File: src/rtl/wdt_pulse_pkg.sv
package wdt_pulse_pkg;
  localparam int unsigned REG_W = 32;
  localparam logic [7:0] CODE_ACT_HIGH  = 8'hA5;
  localparam logic [7:0] CODE_ACT_LOW   = 8'h5A;
  localparam logic [7:0] CODE_PUSH_PULL = 8'hA8;
  localparam logic [7:0] CODE_OPEN_DRN  = 8'h8A;
  localparam logic [7:0] DUR_RESET      = 8'hFF;

  typedef struct packed {
    logic act_high;
    logic push_pull;
  } out_mode_t;
endpackage

File: src/rtl/wdt_pulse_cfg.sv
module wdt_pulse_cfg
  import wdt_pulse_pkg::*;
#(
  parameter int unsigned DUR_W = 20
) (
  input  logic             clk_i,
  input  logic             rst_ni,
  input  logic             wr_en_i,
  input  logic [REG_W-1:0] wr_data_i,
  output out_mode_t        mode_o,
  output logic [DUR_W-1:0] dur_o,
  output logic [REG_W-1:0] rd_data_o
);
  logic [7:0] top_byte;
  assign top_byte = wr_data_i[REG_W-1 -: 8];

  always_ff @(posedge clk_i or negedge rst_ni) begin
    if (!rst_ni) begin
      mode_o <= '0;
      dur_o  <= DUR_W'(DUR_RESET);
    end else if (wr_en_i) begin
      dur_o <= wr_data_i[DUR_W-1:0];
      // protected codes only; anything else keeps the mode bits
      unique case (top_byte)
        CODE_ACT_HIGH:  mode_o.act_high  <= 1'b1;
        CODE_ACT_LOW:   mode_o.act_high  <= 1'b0;
        CODE_PUSH_PULL: mode_o.push_pull <= 1'b1;
        CODE_OPEN_DRN:  mode_o.push_pull <= 1'b0;
        default: ;
      endcase
    end
  end

  always_comb begin
    rd_data_o              = '0;
    rd_data_o[REG_W-1]     = mode_o.act_high;
    rd_data_o[REG_W-2]     = mode_o.push_pull;
    rd_data_o[DUR_W-1:0]   = dur_o;
  end
endmodule

File: src/rtl/wdt_pulse_timer.sv
module wdt_pulse_timer #(
  parameter int unsigned DUR_W = 20
) (
  input  logic             clk_i,
  input  logic             rst_ni,
  input  logic             timeout_i,
  input  logic             tick_i,
  input  logic [DUR_W-1:0] dur_i,
  output logic             active_o,
  output logic [DUR_W-1:0] cnt_o
);
  always_ff @(posedge clk_i or negedge rst_ni) begin
    if (!rst_ni) begin
      active_o <= 1'b0;
      cnt_o    <= '0;
    end else if (!active_o) begin
      if (timeout_i) begin
        active_o <= 1'b1;
        cnt_o    <= dur_i;
      end
    end else if (tick_i) begin
      if (cnt_o == '0) active_o <= 1'b0;
      else             cnt_o    <= cnt_o - 1'b1;
    end
  end
endmodule

File: src/rtl/wdt_pulse_drive.sv
module wdt_pulse_drive
  import wdt_pulse_pkg::*;
(
  input  out_mode_t mode_i,
  input  logic      active_i,
  output logic      ext_o,
  output logic      oe_o
);
  always_comb begin
    if (mode_i.push_pull) begin
      oe_o  = 1'b1;
      ext_o = active_i ? mode_i.act_high : ~mode_i.act_high;
    end else begin
      oe_o  = active_i;
      ext_o = mode_i.act_high;
    end
  end
endmodule

File: src/rtl/wdt_ext_pulse.sv
module wdt_ext_pulse
  import wdt_pulse_pkg::*;
#(
  parameter bit WIDE_DUR = 1'b1
) (
  input  logic        clk_i,
  input  logic        rst_ni,
  input  logic        wr_en_i,
  input  logic [31:0] wr_data_i,
  output logic [31:0] rd_data_o,
  input  logic        tick_i,
  input  logic        timeout_i,
  output logic        ext_rst_o,
  output logic        ext_rst_oe_o
);
  localparam int unsigned DUR_W = WIDE_DUR ? 20 : 8;

  out_mode_t        mode;
  logic [DUR_W-1:0] dur;
  logic             pulse_on;
  logic [DUR_W-1:0] cnt;

  wdt_pulse_cfg #(.DUR_W(DUR_W)) u_cfg (
    .clk_i     (clk_i),
    .rst_ni    (rst_ni),
    .wr_en_i   (wr_en_i),
    .wr_data_i (wr_data_i),
    .mode_o    (mode),
    .dur_o     (dur),
    .rd_data_o (rd_data_o)
  );

  wdt_pulse_timer #(.DUR_W(DUR_W)) u_timer (
    .clk_i     (clk_i),
    .rst_ni    (rst_ni),
    .timeout_i (timeout_i),
    .tick_i    (tick_i),
    .dur_i     (dur),
    .active_o  (pulse_on),
    .cnt_o     (cnt)
  );

  wdt_pulse_drive u_drive (
    .mode_i   (mode),
    .active_i (pulse_on),
    .ext_o    (ext_rst_o),
    .oe_o     (ext_rst_oe_o)
  );
endmodule

File: config.mk
export PLATFORM = sky130hd
export DESIGN_NAME = wdt_ext_pulse
export DESIGN_NICKNAME = d
export VERILOG_FILES = /design/src/rtl/wdt_pulse_pkg.sv /design/src/rtl/wdt_pulse_cfg.sv /design/src/rtl/wdt_pulse_timer.sv /design/src/rtl/wdt_pulse_drive.sv /design/src/rtl/wdt_ext_pulse.sv
export SDC_FILE = /design/constraint.sdc
export NUM_CORES = 1
export LEC_CHECK = 0
export BUFFER_PORTS_ARGS = -buffer_cell sky130_fd_sc_hd__buf_4
export CAP_MARGIN = 20
export CORE_ASPECT_RATIO = 1.1
export CORE_MARGIN = 1
export CORE_UTILIZATION = 56
export CTS_BUF_LIST = sky130_fd_sc_hd__clkbuf_4 sky130_fd_sc_hd__clkbuf_8 sky130_fd_sc_hd__clkbuf_16
export CTS_CLUSTER_SIZE = 30
export DETAILED_ROUTE_END_ITERATION = 12
export PLACE_DENSITY = 0.92
export SETUP_SLACK_MARGIN = 0.3
export SLEW_MARGIN = 30
export SYNTH_ARGS = -nofsm -noshare
export SYNTH_HDL_FRONTEND = slang
export SYNTH_HIERARCHICAL = 1
export SYNTH_SLANG_ARGS = --single-unit
File: constraint.sdc
create_clock -name clk_i -period 2.86 [get_ports clk_i]
set_input_delay 0.286 -clock clk_i [delete_from_list [all_inputs] [get_ports clk_i]]
set_output_delay 0.286 -clock clk_i [all_outputs]
set_load 0.01 [all_outputs]
==> implementation parameters, run 1 <==
Parameter                              Value

Flow run
  Total of max-cap violations    0

Setup path
  Crit Path Max Fanout    9
  CP Data Arrival Time    2.41 ns
  Nature of the critical path endpoint    flop
  Cells along the critical path    or4b_4 -> o41ai_4 -> buf_4 -> nand2_1 -> o211ai_1
  Slowest CP cell    sky130_fd_sc_hd__o41ai_4
  Setup crit start kind    flop
  Top cell family by delay on the critical path    compound AO/OA/AOI/OAI gates
  CP bufs+invs    1
  Worst endpoint required time    3.07 ns
  Largest stage delay on the critical path    0.65 ns
  Classification of the worst setup path    flop to flop

Place
  Pre-CTS worst setup slack    0.699 ns
  Count of input and output buffers    56
  Estimated wirelength of the detail-placed design    3650 um
  Area post-placement    2800 sq um
  Instance count after placement with tap cells included    337
  Weighted congestion reported at the end of routability-driven placement    0.856

Logic synthesis
  Post-synthesis instance total    255
  Warnings, synthesis    6
  Most instantiated library cell after synthesis    sky130_fd_sc_hd__dfrtp_1
  Commonest cells in the synthesized netlist    35 x sky130_fd_sc_hd__dfrtp_1, 32 x sky130_fd_sc_hd__buf_4, 22 x sky130_fd_sc_hd__a21oi_1, 22 x sky130_fd_sc_hd__nand2_1, 20 x sky130_fd_sc_hd__mux2_2
  Post-synthesis cell type count    52
  Async set-reset flop share out of synthesis    100%
  Largest area contributor in the synthesized netlist    sky130_fd_sc_hd__dfrtp_1
  Mean area per synthesized cell    9.94 sq um
  Count of flip-flops with a built-in enable after synthesis    0
  Proportion of synthesized chip area in sequential cells    42.9%
  Top FF cell, synth    sky130_fd_sc_hd__dfrtp_1
  Area share of the largest cell type after synthesis    34.6%
  Cell area after synthesis    2530 sq um
  Top post-synthesis cells by area    sky130_fd_sc_hd__dfrtp_1 35%, sky130_fd_sc_hd__buf_4 9.5%, sky130_fd_sc_hd__mux2_2 8.9%
  Number of synthesized register bits    43

Detailed routing
  Routed via count    2071
  Number of nets still failing antenna checks after routing    0
  Detailed-route vias per instance    5.99
  Iter 0 DRT Violations    103
  Detailed-route wire length per cell    15.4 um
  Final routed wirelength across all metal layers    5320 um
  DRC violation count after routing    0
  Iteration count of the initial detailed-routing pass    4

Final layout
  Final cell area excluding filler cells    2950 sq um
  Antenna diode count    0
  Count of placed standard cells in the final layout, fillers left out    346
  Layout-stage area growth over the synthesis result    16.4%
  Share of layout cells above drive strength 1    37.7%
  Nets@finish    330

Timing
  Final-report setup violation count    0
  Final Skew    0.00960 ns
  Slew Limit Fails    0
  Period minus WS final    2.19 ns
  Final Hold Vio Count    0
  Post-layout worst setup margin    0.667 ns
  Maximum operating frequency    456 MHz
  Relative slew slack    56.5%
  Transition at the pin with the smallest max-transition slack    0.647 ns
  Setup repair after global routing missed its margin    false
  Final critical-path share of the clock period    76.7%
  Post-Route Setup TNS    0 ns

Global route
  Via count of the first global-routing pass    1993
  First-pass GRT wire length    8870 um
  Tot GR Track Use    24.5%
  GRT overflow    0
  Pin count of the biggest net entering global routing    44
  Initial antenna violation count    0

Clock tree
  Clock sinks    43
  Skew-Pair Late Insertion Delay    0.30 ns
  CTS root buf    sky130_fd_sc_hd__clkbuf_8
  Post_cts resized    0
  Number of CTS-inserted buffers    5
  CTS tree    built
  Clock Path Buffers    2
  Clock-pin slew on the worst setup and hold paths    0.08 ns
  Total number of H-tree levels    2

Floorplan
  Starting utilization of the core area    58.7%
  Die height    72.5 um
  Overall die area    4800 sq um
  Area of the core region    4320 sq um
  Die boundary width    66.1 um
  Total I/O pin count    71
  Cell Rows    25

Power
  Leakage    1.30 nW
  Power density cells    655 nW/um^2
  Worst ir drop on vdd    0.439 mV

Worst hold path
  Class of the most critical hold timing path    input port to flop

Status
  Status    finished clean
## stage by stage
| step | hold WS, ns | util, % | power (W) |
|---|---|---|---|
| after floorplan | -0.00959 | - | 0.00122 |
| after global placement | 0.306 | 64.9 | 0.00133 |
| after detailed placement | 0.306 | 64.9 | 0.00137 |
| after CTS | 0.176 | 68.3 | 0.00194 |
| after global routing | 0.186 | 68.3 | 0.00204 |
| final | 0.195 | 68.3 | 0.00193 |
## state kept, by name (all words and copies together), names as in the netlist
register / flops
u_timer/cnt_o: 20
u_timer/active_o: 1
u_cfg/dur_o: 20
u_cfg/mode_o: 2
## final timing paths
path / start / to / slack, ns / cells past startpoint
min reg2reg: u_cfg/dur_o[8] / u_cfg/dur_o[8] / 0.55 / 1
max in group asynchronous: rst_ni / u_cfg/dur_o[7] / 1.95 / 2
max reg2reg: u_timer/cnt_o[4] / u_timer/cnt_o[13] / 0.67 / 5
max: u_timer/cnt_o[4] / u_timer/cnt_o[13] / 0.67 / 5
min in group asynchronous: rst_ni / u_timer/cnt_o[2] / 0.51 / 2
min: tick_i / u_timer/active_o / 0.19 / 2
## kinds of logic (layout without fill, tap and decap cells)
kind of cell	after synthesis	after routing	synth area share [%]
compound gates	61	61	15.4
xor+xnor	1	1	0.642
fa+ha+maj	2	2	0.987
buf+inv	45	73	11.9
flops	43	43	42.9
mux	22	22	9.68
other cells	1	10	0.148
simple gates	80	80	18.4
## layer usage
layer	part of all wire (%)	track usage, %
met5	0	0
met4	0.96	10.9
met3	6.0	5.66
met2	52	41.8
met1	41	29.3
## what timing repair did
item	in CTS	in global routing
buffers inserted	0	0
hold endpoints to repair	35	0
hold buffers	1	0
## cell usage in the layout (no fill, tap or decap), types with 9 or more instances in the layout
cell type,Yosys,routed
sky130_fd_sc_hd__a21oi_1,22,22
sky130_fd_sc_hd__buf_4,32,61
sky130_fd_sc_hd__conb_1,1,10
sky130_fd_sc_hd__dfrtp_1,35,35
sky130_fd_sc_hd__mux2_2,20,20
sky130_fd_sc_hd__nand2_1,22,22
sky130_fd_sc_hd__nand3_1,9,9
sky130_fd_sc_hd__nor2_1,9,9
sky130_fd_sc_hd__nor4_1,9,9
sky130_fd_sc_hd__o21ai_0,11,11
## area by class of cell
type	instances	area [sq um]
inverter	3	11.3
timing repair buffer	62	468
tap	54	67.6
sequential	43	1090
clock inverter	2	60.1
fill	334	1370
multi-input combinational	176	1180
clock buffer	6	76.3
## power by group
group	switching, W	internal (W)	leakage [nW]
combinational	0.000253	0.000228	0.724
sequential	0.000148	0.000738	0.503
clock	0.000207	0.000359	0.0688
Power figures use the tool's default switching activity.
==> run 2, diff against run 1 <==
- CORE_UTILIZATION: 56 -> 47
- PLACE_DENSITY: 0.92 -> 0.83
- clock period: 2.86 -> 2 ns (I/O delays scaled with it)
==> implementation parameters, run 2 (same netlist as run 1, synthesis figures left out) <==
Parameter                              Value

Status
  Status    finished clean

Clock tree
  Skew-Pair Late Insertion Delay    0.29 ns (about the same)
  Clock Path Buffers    2 (unchanged)
  Total number of H-tree levels    2 (unchanged)
  Clock sinks    43 (unchanged)
  Clock-pin slew on the worst setup and hold paths    0.08 ns (about the same)
  CTS tree    built
  Number of CTS-inserted buffers    5 (unchanged)
  CTS root buf    sky130_fd_sc_hd__clkbuf_8

Global route
  First-pass GRT wire length    9710 um (+9.5%)
  Met1 demand-to-capacity share in global routing    28.6% (-0.68 points)
  Via count of the first global-routing pass    2024 (+1.6%)
  GRT overflow    0 (unchanged)
  Routing usage on met2    38.1% (-3.7 points)
  Tot GR Track Use    22.0% (-2.5 points)
  Initial antenna violation count    0 (unchanged)
  Met3 demand-to-capacity share in global routing    3.55% (-2.1 points)
  Pin count of the biggest net entering global routing    44 (unchanged)
  Global-route layer with the greatest usage    met2

Detailed routing
  DRC violation count after routing    0 (unchanged)
  Detailed-route vias per instance    5.54 (-7.5%)
  Iteration count of the initial detailed-routing pass    4 (unchanged)
  Detailed-route wire length per cell    15.7 um (+2.0%)
  Final routed wirelength across all metal layers    6160 um (+16%)
  Iter 0 DRT Violations    120 (+17%)
  Number of nets still failing antenna checks after routing    0 (unchanged)
  Routed via count    2176 (+5.1%)

Timing
  Relative slew slack    64.1% (+7.6 points)
  Final Skew    0.00972 ns (+0.000123 ns)
  Final-report setup violation count    0 (unchanged)
  Maximum operating frequency    538 MHz (+18%)
  Transition at the pin with the smallest max-transition slack    0.538 ns (-0.109 ns)
  Final critical-path share of the clock period    92.9% (+16 points)
  Setup repair after global routing missed its margin    true
  Period minus WS final    1.86 ns (-0.334 ns)
  Post-layout worst setup margin    0.141 ns (-0.526 ns)
  Final Hold Vio Count    0 (unchanged)
  Slew Limit Fails    0 (unchanged)
  Post-Route Setup TNS    0 ns (unchanged)

Worst hold path
  Class of the most critical hold timing path    input port to flop

Setup path
  Slowest CP cell    sky130_fd_sc_hd__dfrtp_1
  Worst endpoint required time    2.17 ns (-0.90 ns)
  Classification of the worst setup path    flop to flop
  Nature of the critical path endpoint    flop
  CP Data Arrival Time    2.03 ns (-0.38 ns)
  Cells along the critical path    nor4_4 -> buf_4 -> nand3_1 -> o311ai_2 -> o21ai_1
  Setup crit start kind    flop
  Largest stage delay on the critical path    0.42 ns (-0.23 ns)
  Crit Path Max Fanout    4 (-5)

Place
  Count of input and output buffers    56 (unchanged)
  Weighted congestion reported at the end of routability-driven placement    0.889 (+3.8%)
  Pre-CTS worst setup slack    0.0871 ns (-0.612 ns)
  Estimated wirelength of the detail-placed design    4020 um (+10%)

Floorplan
  Die height    79.0 um (+8.9%)
  Cell Rows    27 (+8.0%)
  Area of the core region    5100 sq um (+18%)
  Overall die area    5690 sq um (+19%)
  Die boundary width    72.0 um (+8.9%)
  Total I/O pin count    71 (unchanged)
  Starting utilization of the core area    49.7% (-9.0 points)

Power
  Worst ir drop on vdd    0.526 mV (+20%)
  Power density cells    874 nW/um^2 (+33%)
  Leakage    1.45 nW (+12%)

Final layout
  Nets@finish    359 (+8.8%)
  Share of layout cells above drive strength 1    54.2% (+17 points)
  Most frequent cells in the layout    86 x sky130_fd_sc_hd__buf_4, 31 x sky130_fd_sc_hd__dfrtp_1, 20 x sky130_fd_sc_hd__mux2_2, 20 x sky130_fd_sc_hd__nand2_1, 19 x sky130_fd_sc_hd__a21oi_1
  Regs by FF count    u_cfg/dur_o: 20 flops, u_timer/cnt_o: 20 flops, u_cfg/mode_o: 2 flops
  Most common library cell in the layout ignoring fill and taps    sky130_fd_sc_hd__buf_4
  Antenna diode count    0 (unchanged)
  Layout-stage area growth over the synthesis result    33.7%

Flow run
  Total of max-cap violations    0 (unchanged)
run 2: repair_timing:
| item | CTS | global route |
|---|---|---|
| gates cloned | 1 | 0 |
| gates resized for setup | 22 | 22 |
| hold buffers | 1 | 0 |
| pin swaps | 13 | 6 |
| hold endpoints to repair | 35 | 0 |
| buffers inserted | 4 | 8 |
| setup endpoints to repair | 19 | 21 |
run 2: worst max-delay path: cells and delay by family (launching register included):
kind	cells	cell delay, ns
buf+inv	1	0.22
compound gates	2	0.47
flops	1	0.42
simple gates	2	0.63
run 2: worst paths after layout:
path                                       start                 to  slack (ns)  cells after the start
worst min-delay path                      tick_i   u_timer/active_o        0.12                      2
min in group asynchronous                 rst_ni    u_cfg/dur_o[16]        0.43                      2
worst min register to register   u_cfg/dur_o[16]    u_cfg/dur_o[16]        0.55                      1
worst max-delay path            u_timer/cnt_o[9]  u_timer/cnt_o[17]        0.14                      5
max in group asynchronous                 rst_ni   u_timer/cnt_o[0]        1.16                      2
worst max register to register  u_timer/cnt_o[9]  u_timer/cnt_o[17]        0.14                      5
run 2: layer usage:
layer  vias to the layer above  routed length (um)
met5                         -                   0
met4                         0                  51
met3                         7                 304
met2                        86                3220
met1                      1063                2590
li1                       1020                   -
run 2: power by group:
part / total [W] / switching (W) / leakage, nW / internal, W
sequential: 0.00130 / 0.000244 / 0.498 / 0.00106
clock: 0.000686 / 0.000285 / 0.0593 / 0.000401
combinational: 0.000970 / 0.000485 / 0.897 / 0.000485
run 2: area by class of cell:
type | instances | area, sq um
Inverter | 3 | 15.0
Fill cell | 395 | 1710
Tap cell | 72 | 90.1
Clock inverter | 1 | 30.0
Timing Repair Buffer | 91 | 694
Sequential cell | 43 | 1090
Multi-Input combinational cell | 176 | 1380
Clock buffer | 7 | 83.8
run 2: metrics by stage:
stage	cells	util, %	instance area [sq um]	hold WS [ns]	power [W]
floorplan	264	-	2610	-0.0956	0.00180
global placement	371	58.4	2980	0.222	0.00205
detailed placement	371	58.4	2980	0.223	0.00210
CTS	385	63.5	3240	0.109	0.00285
global route	393	66.4	3390	0.119	0.00311
finish	393	66.4	3390	0.125	0.00296
==> run 3, diff against run 2 <==
- CELL_PAD_IN_SITES_DETAIL_PLACEMENT: unset -> 0
- CELL_PAD_IN_SITES_GLOBAL_PLACEMENT: unset -> 2
- CORE_UTILIZATION: 47 -> 29
- PLACE_DENSITY: 0.83 -> 0.84
==> implementation parameters, run 3 (same netlist as run 1, synthesis figures left out) <==
Parameter                              Value

Status
  Status    finished clean

Clock tree
  Total number of H-tree levels    2 (unchanged)
  Number of CTS-inserted buffers    5 (unchanged)
  CTS tree    built
  CTS root buf    sky130_fd_sc_hd__clkbuf_8
  Clock-pin slew on the worst setup and hold paths    0.08 ns (about the same)
  Clock Path Buffers    2 (unchanged)
  Clock sinks    43 (unchanged)
  Skew-Pair Late Insertion Delay    0.30 ns (about the same)

Floorplan
  Die boundary width    91.1 um (+27%)
  Total I/O pin count    71 (unchanged)
  Cell Rows    35 (+30%)
  Die height    100 um (+27%)
  Area of the core region    8410 sq um (+65%)
  Overall die area    9120 sq um (+60%)
  Starting utilization of the core area    30.1% (-20 points)

Timing
  Maximum operating frequency    532 MHz (-1.1%)
  Period minus WS final    1.88 ns (+0.0209 ns)
  Post-Route Setup TNS    0 ns (unchanged)
  Final Hold Vio Count    0 (unchanged)
  Final critical-path share of the clock period    94.0% (+1.0 points)
  Slew Limit Fails    0 (unchanged)
  Final Skew    0.00577 ns (-0.00395 ns)
  Fin Hold WS    0.103 ns (-0.0215 ns)
  Setup repair after global routing missed its margin    true
  Final-report setup violation count    0 (unchanged)
  Relative slew slack    62.0% (-2.2 points)
  Transition at the pin with the smallest max-transition slack    0.570 ns (+0.0326 ns)

Place
  Count of input and output buffers    56 (unchanged)
  Weighted congestion reported at the end of routability-driven placement    0.858 (-3.6%)
  Estimated wirelength of the detail-placed design    4300 um (+7.0%)

Global route
  Via count of the first global-routing pass    2006 (-0.89%)
  GRT overflow    0 (unchanged)
  Tot GR Track Use    14.1% (-7.9 points)
  First-pass GRT wire length    10100 um (+4.5%)
  Pin count of the biggest net entering global routing    44 (unchanged)
  Initial antenna violation count    0 (unchanged)

Setup path
  Crit Path Max Fanout    8 (+4)
  Cells along the critical path    or4b_4 -> o41ai_4 -> buf_4 -> buf_12 -> o21ai_2 -> o21ai_1
  Worst endpoint required time    2.22 ns (+0.05 ns)
  CP Data Arrival Time    2.10 ns (+0.07 ns)
  Classification of the worst setup path    flop to flop
  Largest stage delay on the critical path    0.59 ns (+0.17 ns)
  Nature of the critical path endpoint    flop
  Slowest CP cell    sky130_fd_sc_hd__or4b_4
  Setup crit start kind    flop

Power
  Power density cells    856 nW/um^2 (-2.1%)
  Worst ir drop on vdd    0.322 mV (-39%)
  Leakage    1.48 nW (+1.9%)

Final layout
  Regs by FF count    u_cfg/dur_o: 20 flops, u_timer/cnt_o: 20 flops, u_cfg/mode_o: 2 flops
  Most frequent cells in the layout    86 x sky130_fd_sc_hd__buf_4, 32 x sky130_fd_sc_hd__dfrtp_1, 20 x sky130_fd_sc_hd__mux2_2, 20 x sky130_fd_sc_hd__nand2_1, 19 x sky130_fd_sc_hd__a21oi_1
  Nets@finish    362 (+0.84%)
  Share of layout cells above drive strength 1    52.5% (-1.7 points)
  Layout-stage area growth over the synthesis result    36.1%
  Antenna diode count    0 (unchanged)
  Most common library cell in the layout ignoring fill and taps    sky130_fd_sc_hd__buf_4

Worst hold path
  Class of the most critical hold timing path    input port to flop

Detailed routing
  Iteration count of the initial detailed-routing pass    4 (unchanged)
  Final routed wirelength across all metal layers    6080 um (-1.3%)
  Number of nets still failing antenna checks after routing    0 (unchanged)
  Detailed-route vias per instance    4.78 (-14%)
  Iter 0 DRT Violations    53 (-56%)
  Routed via count    2078 (-4.5%)
  Detailed-route wire length per cell    14.0 um (-11%)
  DRC violation count after routing    0 (unchanged)

Flow run
  Total of max-cap violations    0 (unchanged)
==> run 3: final timing paths <==
kind | startpoint | end | slack (ns) | cells after the start
max in group asynchronous | rst_ni | u_timer/cnt_o[8] | 1.14 | 2
hold / removal | tick_i | u_timer/active_o | 0.10 | 2
min in group asynchronous | rst_ni | u_cfg/mode_o[1] | 0.45 | 2
hold reg to reg | u_cfg/dur_o[16] | u_cfg/dur_o[16] | 0.55 | 1
setup / recovery | u_timer/cnt_o[5] | u_timer/cnt_o[3] | 0.12 | 6
setup reg to reg | u_timer/cnt_o[5] | u_timer/cnt_o[3] | 0.12 | 6
==> run 3: cell type report <==
cell class                 instances  area, sq um
fill                             832         4960
multi-input combinational        176         1350
inverter                           3         13.8
clock buffer                       8          104
timing repair buffer              94          756
tap                              111          139
sequential                        43         1090
==> run 3: worst max-delay path: cells and delay by family, from the launching register on <==
| family | cells | cell delay [ns] |
|---|---|---|
| AOI/OAI and AO/OA | 3 | 0.53 |
| buffers and inverters | 2 | 0.30 |
| DFF | 1 | 0.40 |
| and+or+nand+nor | 1 | 0.59 |
==> run 3: what timing repair did <==
item / 4_1_cts / 5_1_grt
hold endpoints to repair: 35 / 0
resized for setup: 16 / 24
hold buffers: 1 / 0
pin swaps: 8 / 7
setup endpoints to repair: 21 / 21
setup buffers: 3 / 8
==> run 3: through the flow <==
stage               instance area (sq um)  utilization (%)  worst slack [ns]  power (W)  cells
floorplan                            2610                -             0.165    0.00180    264
global placement                     3090             36.8             0.103    0.00212    415
detailed placement                   3090             36.8            0.0517    0.00214    415
CTS                                  3280             39.0             0.128    0.00287    427
global route                         3450             41.0            0.0670    0.00316    435
finish                               3450             41.0             0.120    0.00295    435
==> run 3: metal layers <==
metal  GRT usage [%]  up-vias  share of wire (%)
met2            23.1       50                 48
li1                -     1031                  -
met4            4.15        0               0.74
met5               0        -                  0
met1            19.0      993                 47
met3            2.50        4                3.7
==> run 3: power by group <==
part | leakage, nW | total (W) | internal [W] | switching (W)
Clock | 0.0549 | 0.000631 | 0.000329 | 0.000302
Combinational | 0.927 | 0.00104 | 0.000545 | 0.000497
Sequential | 0.499 | 0.00128 | 0.00106 | 0.000218
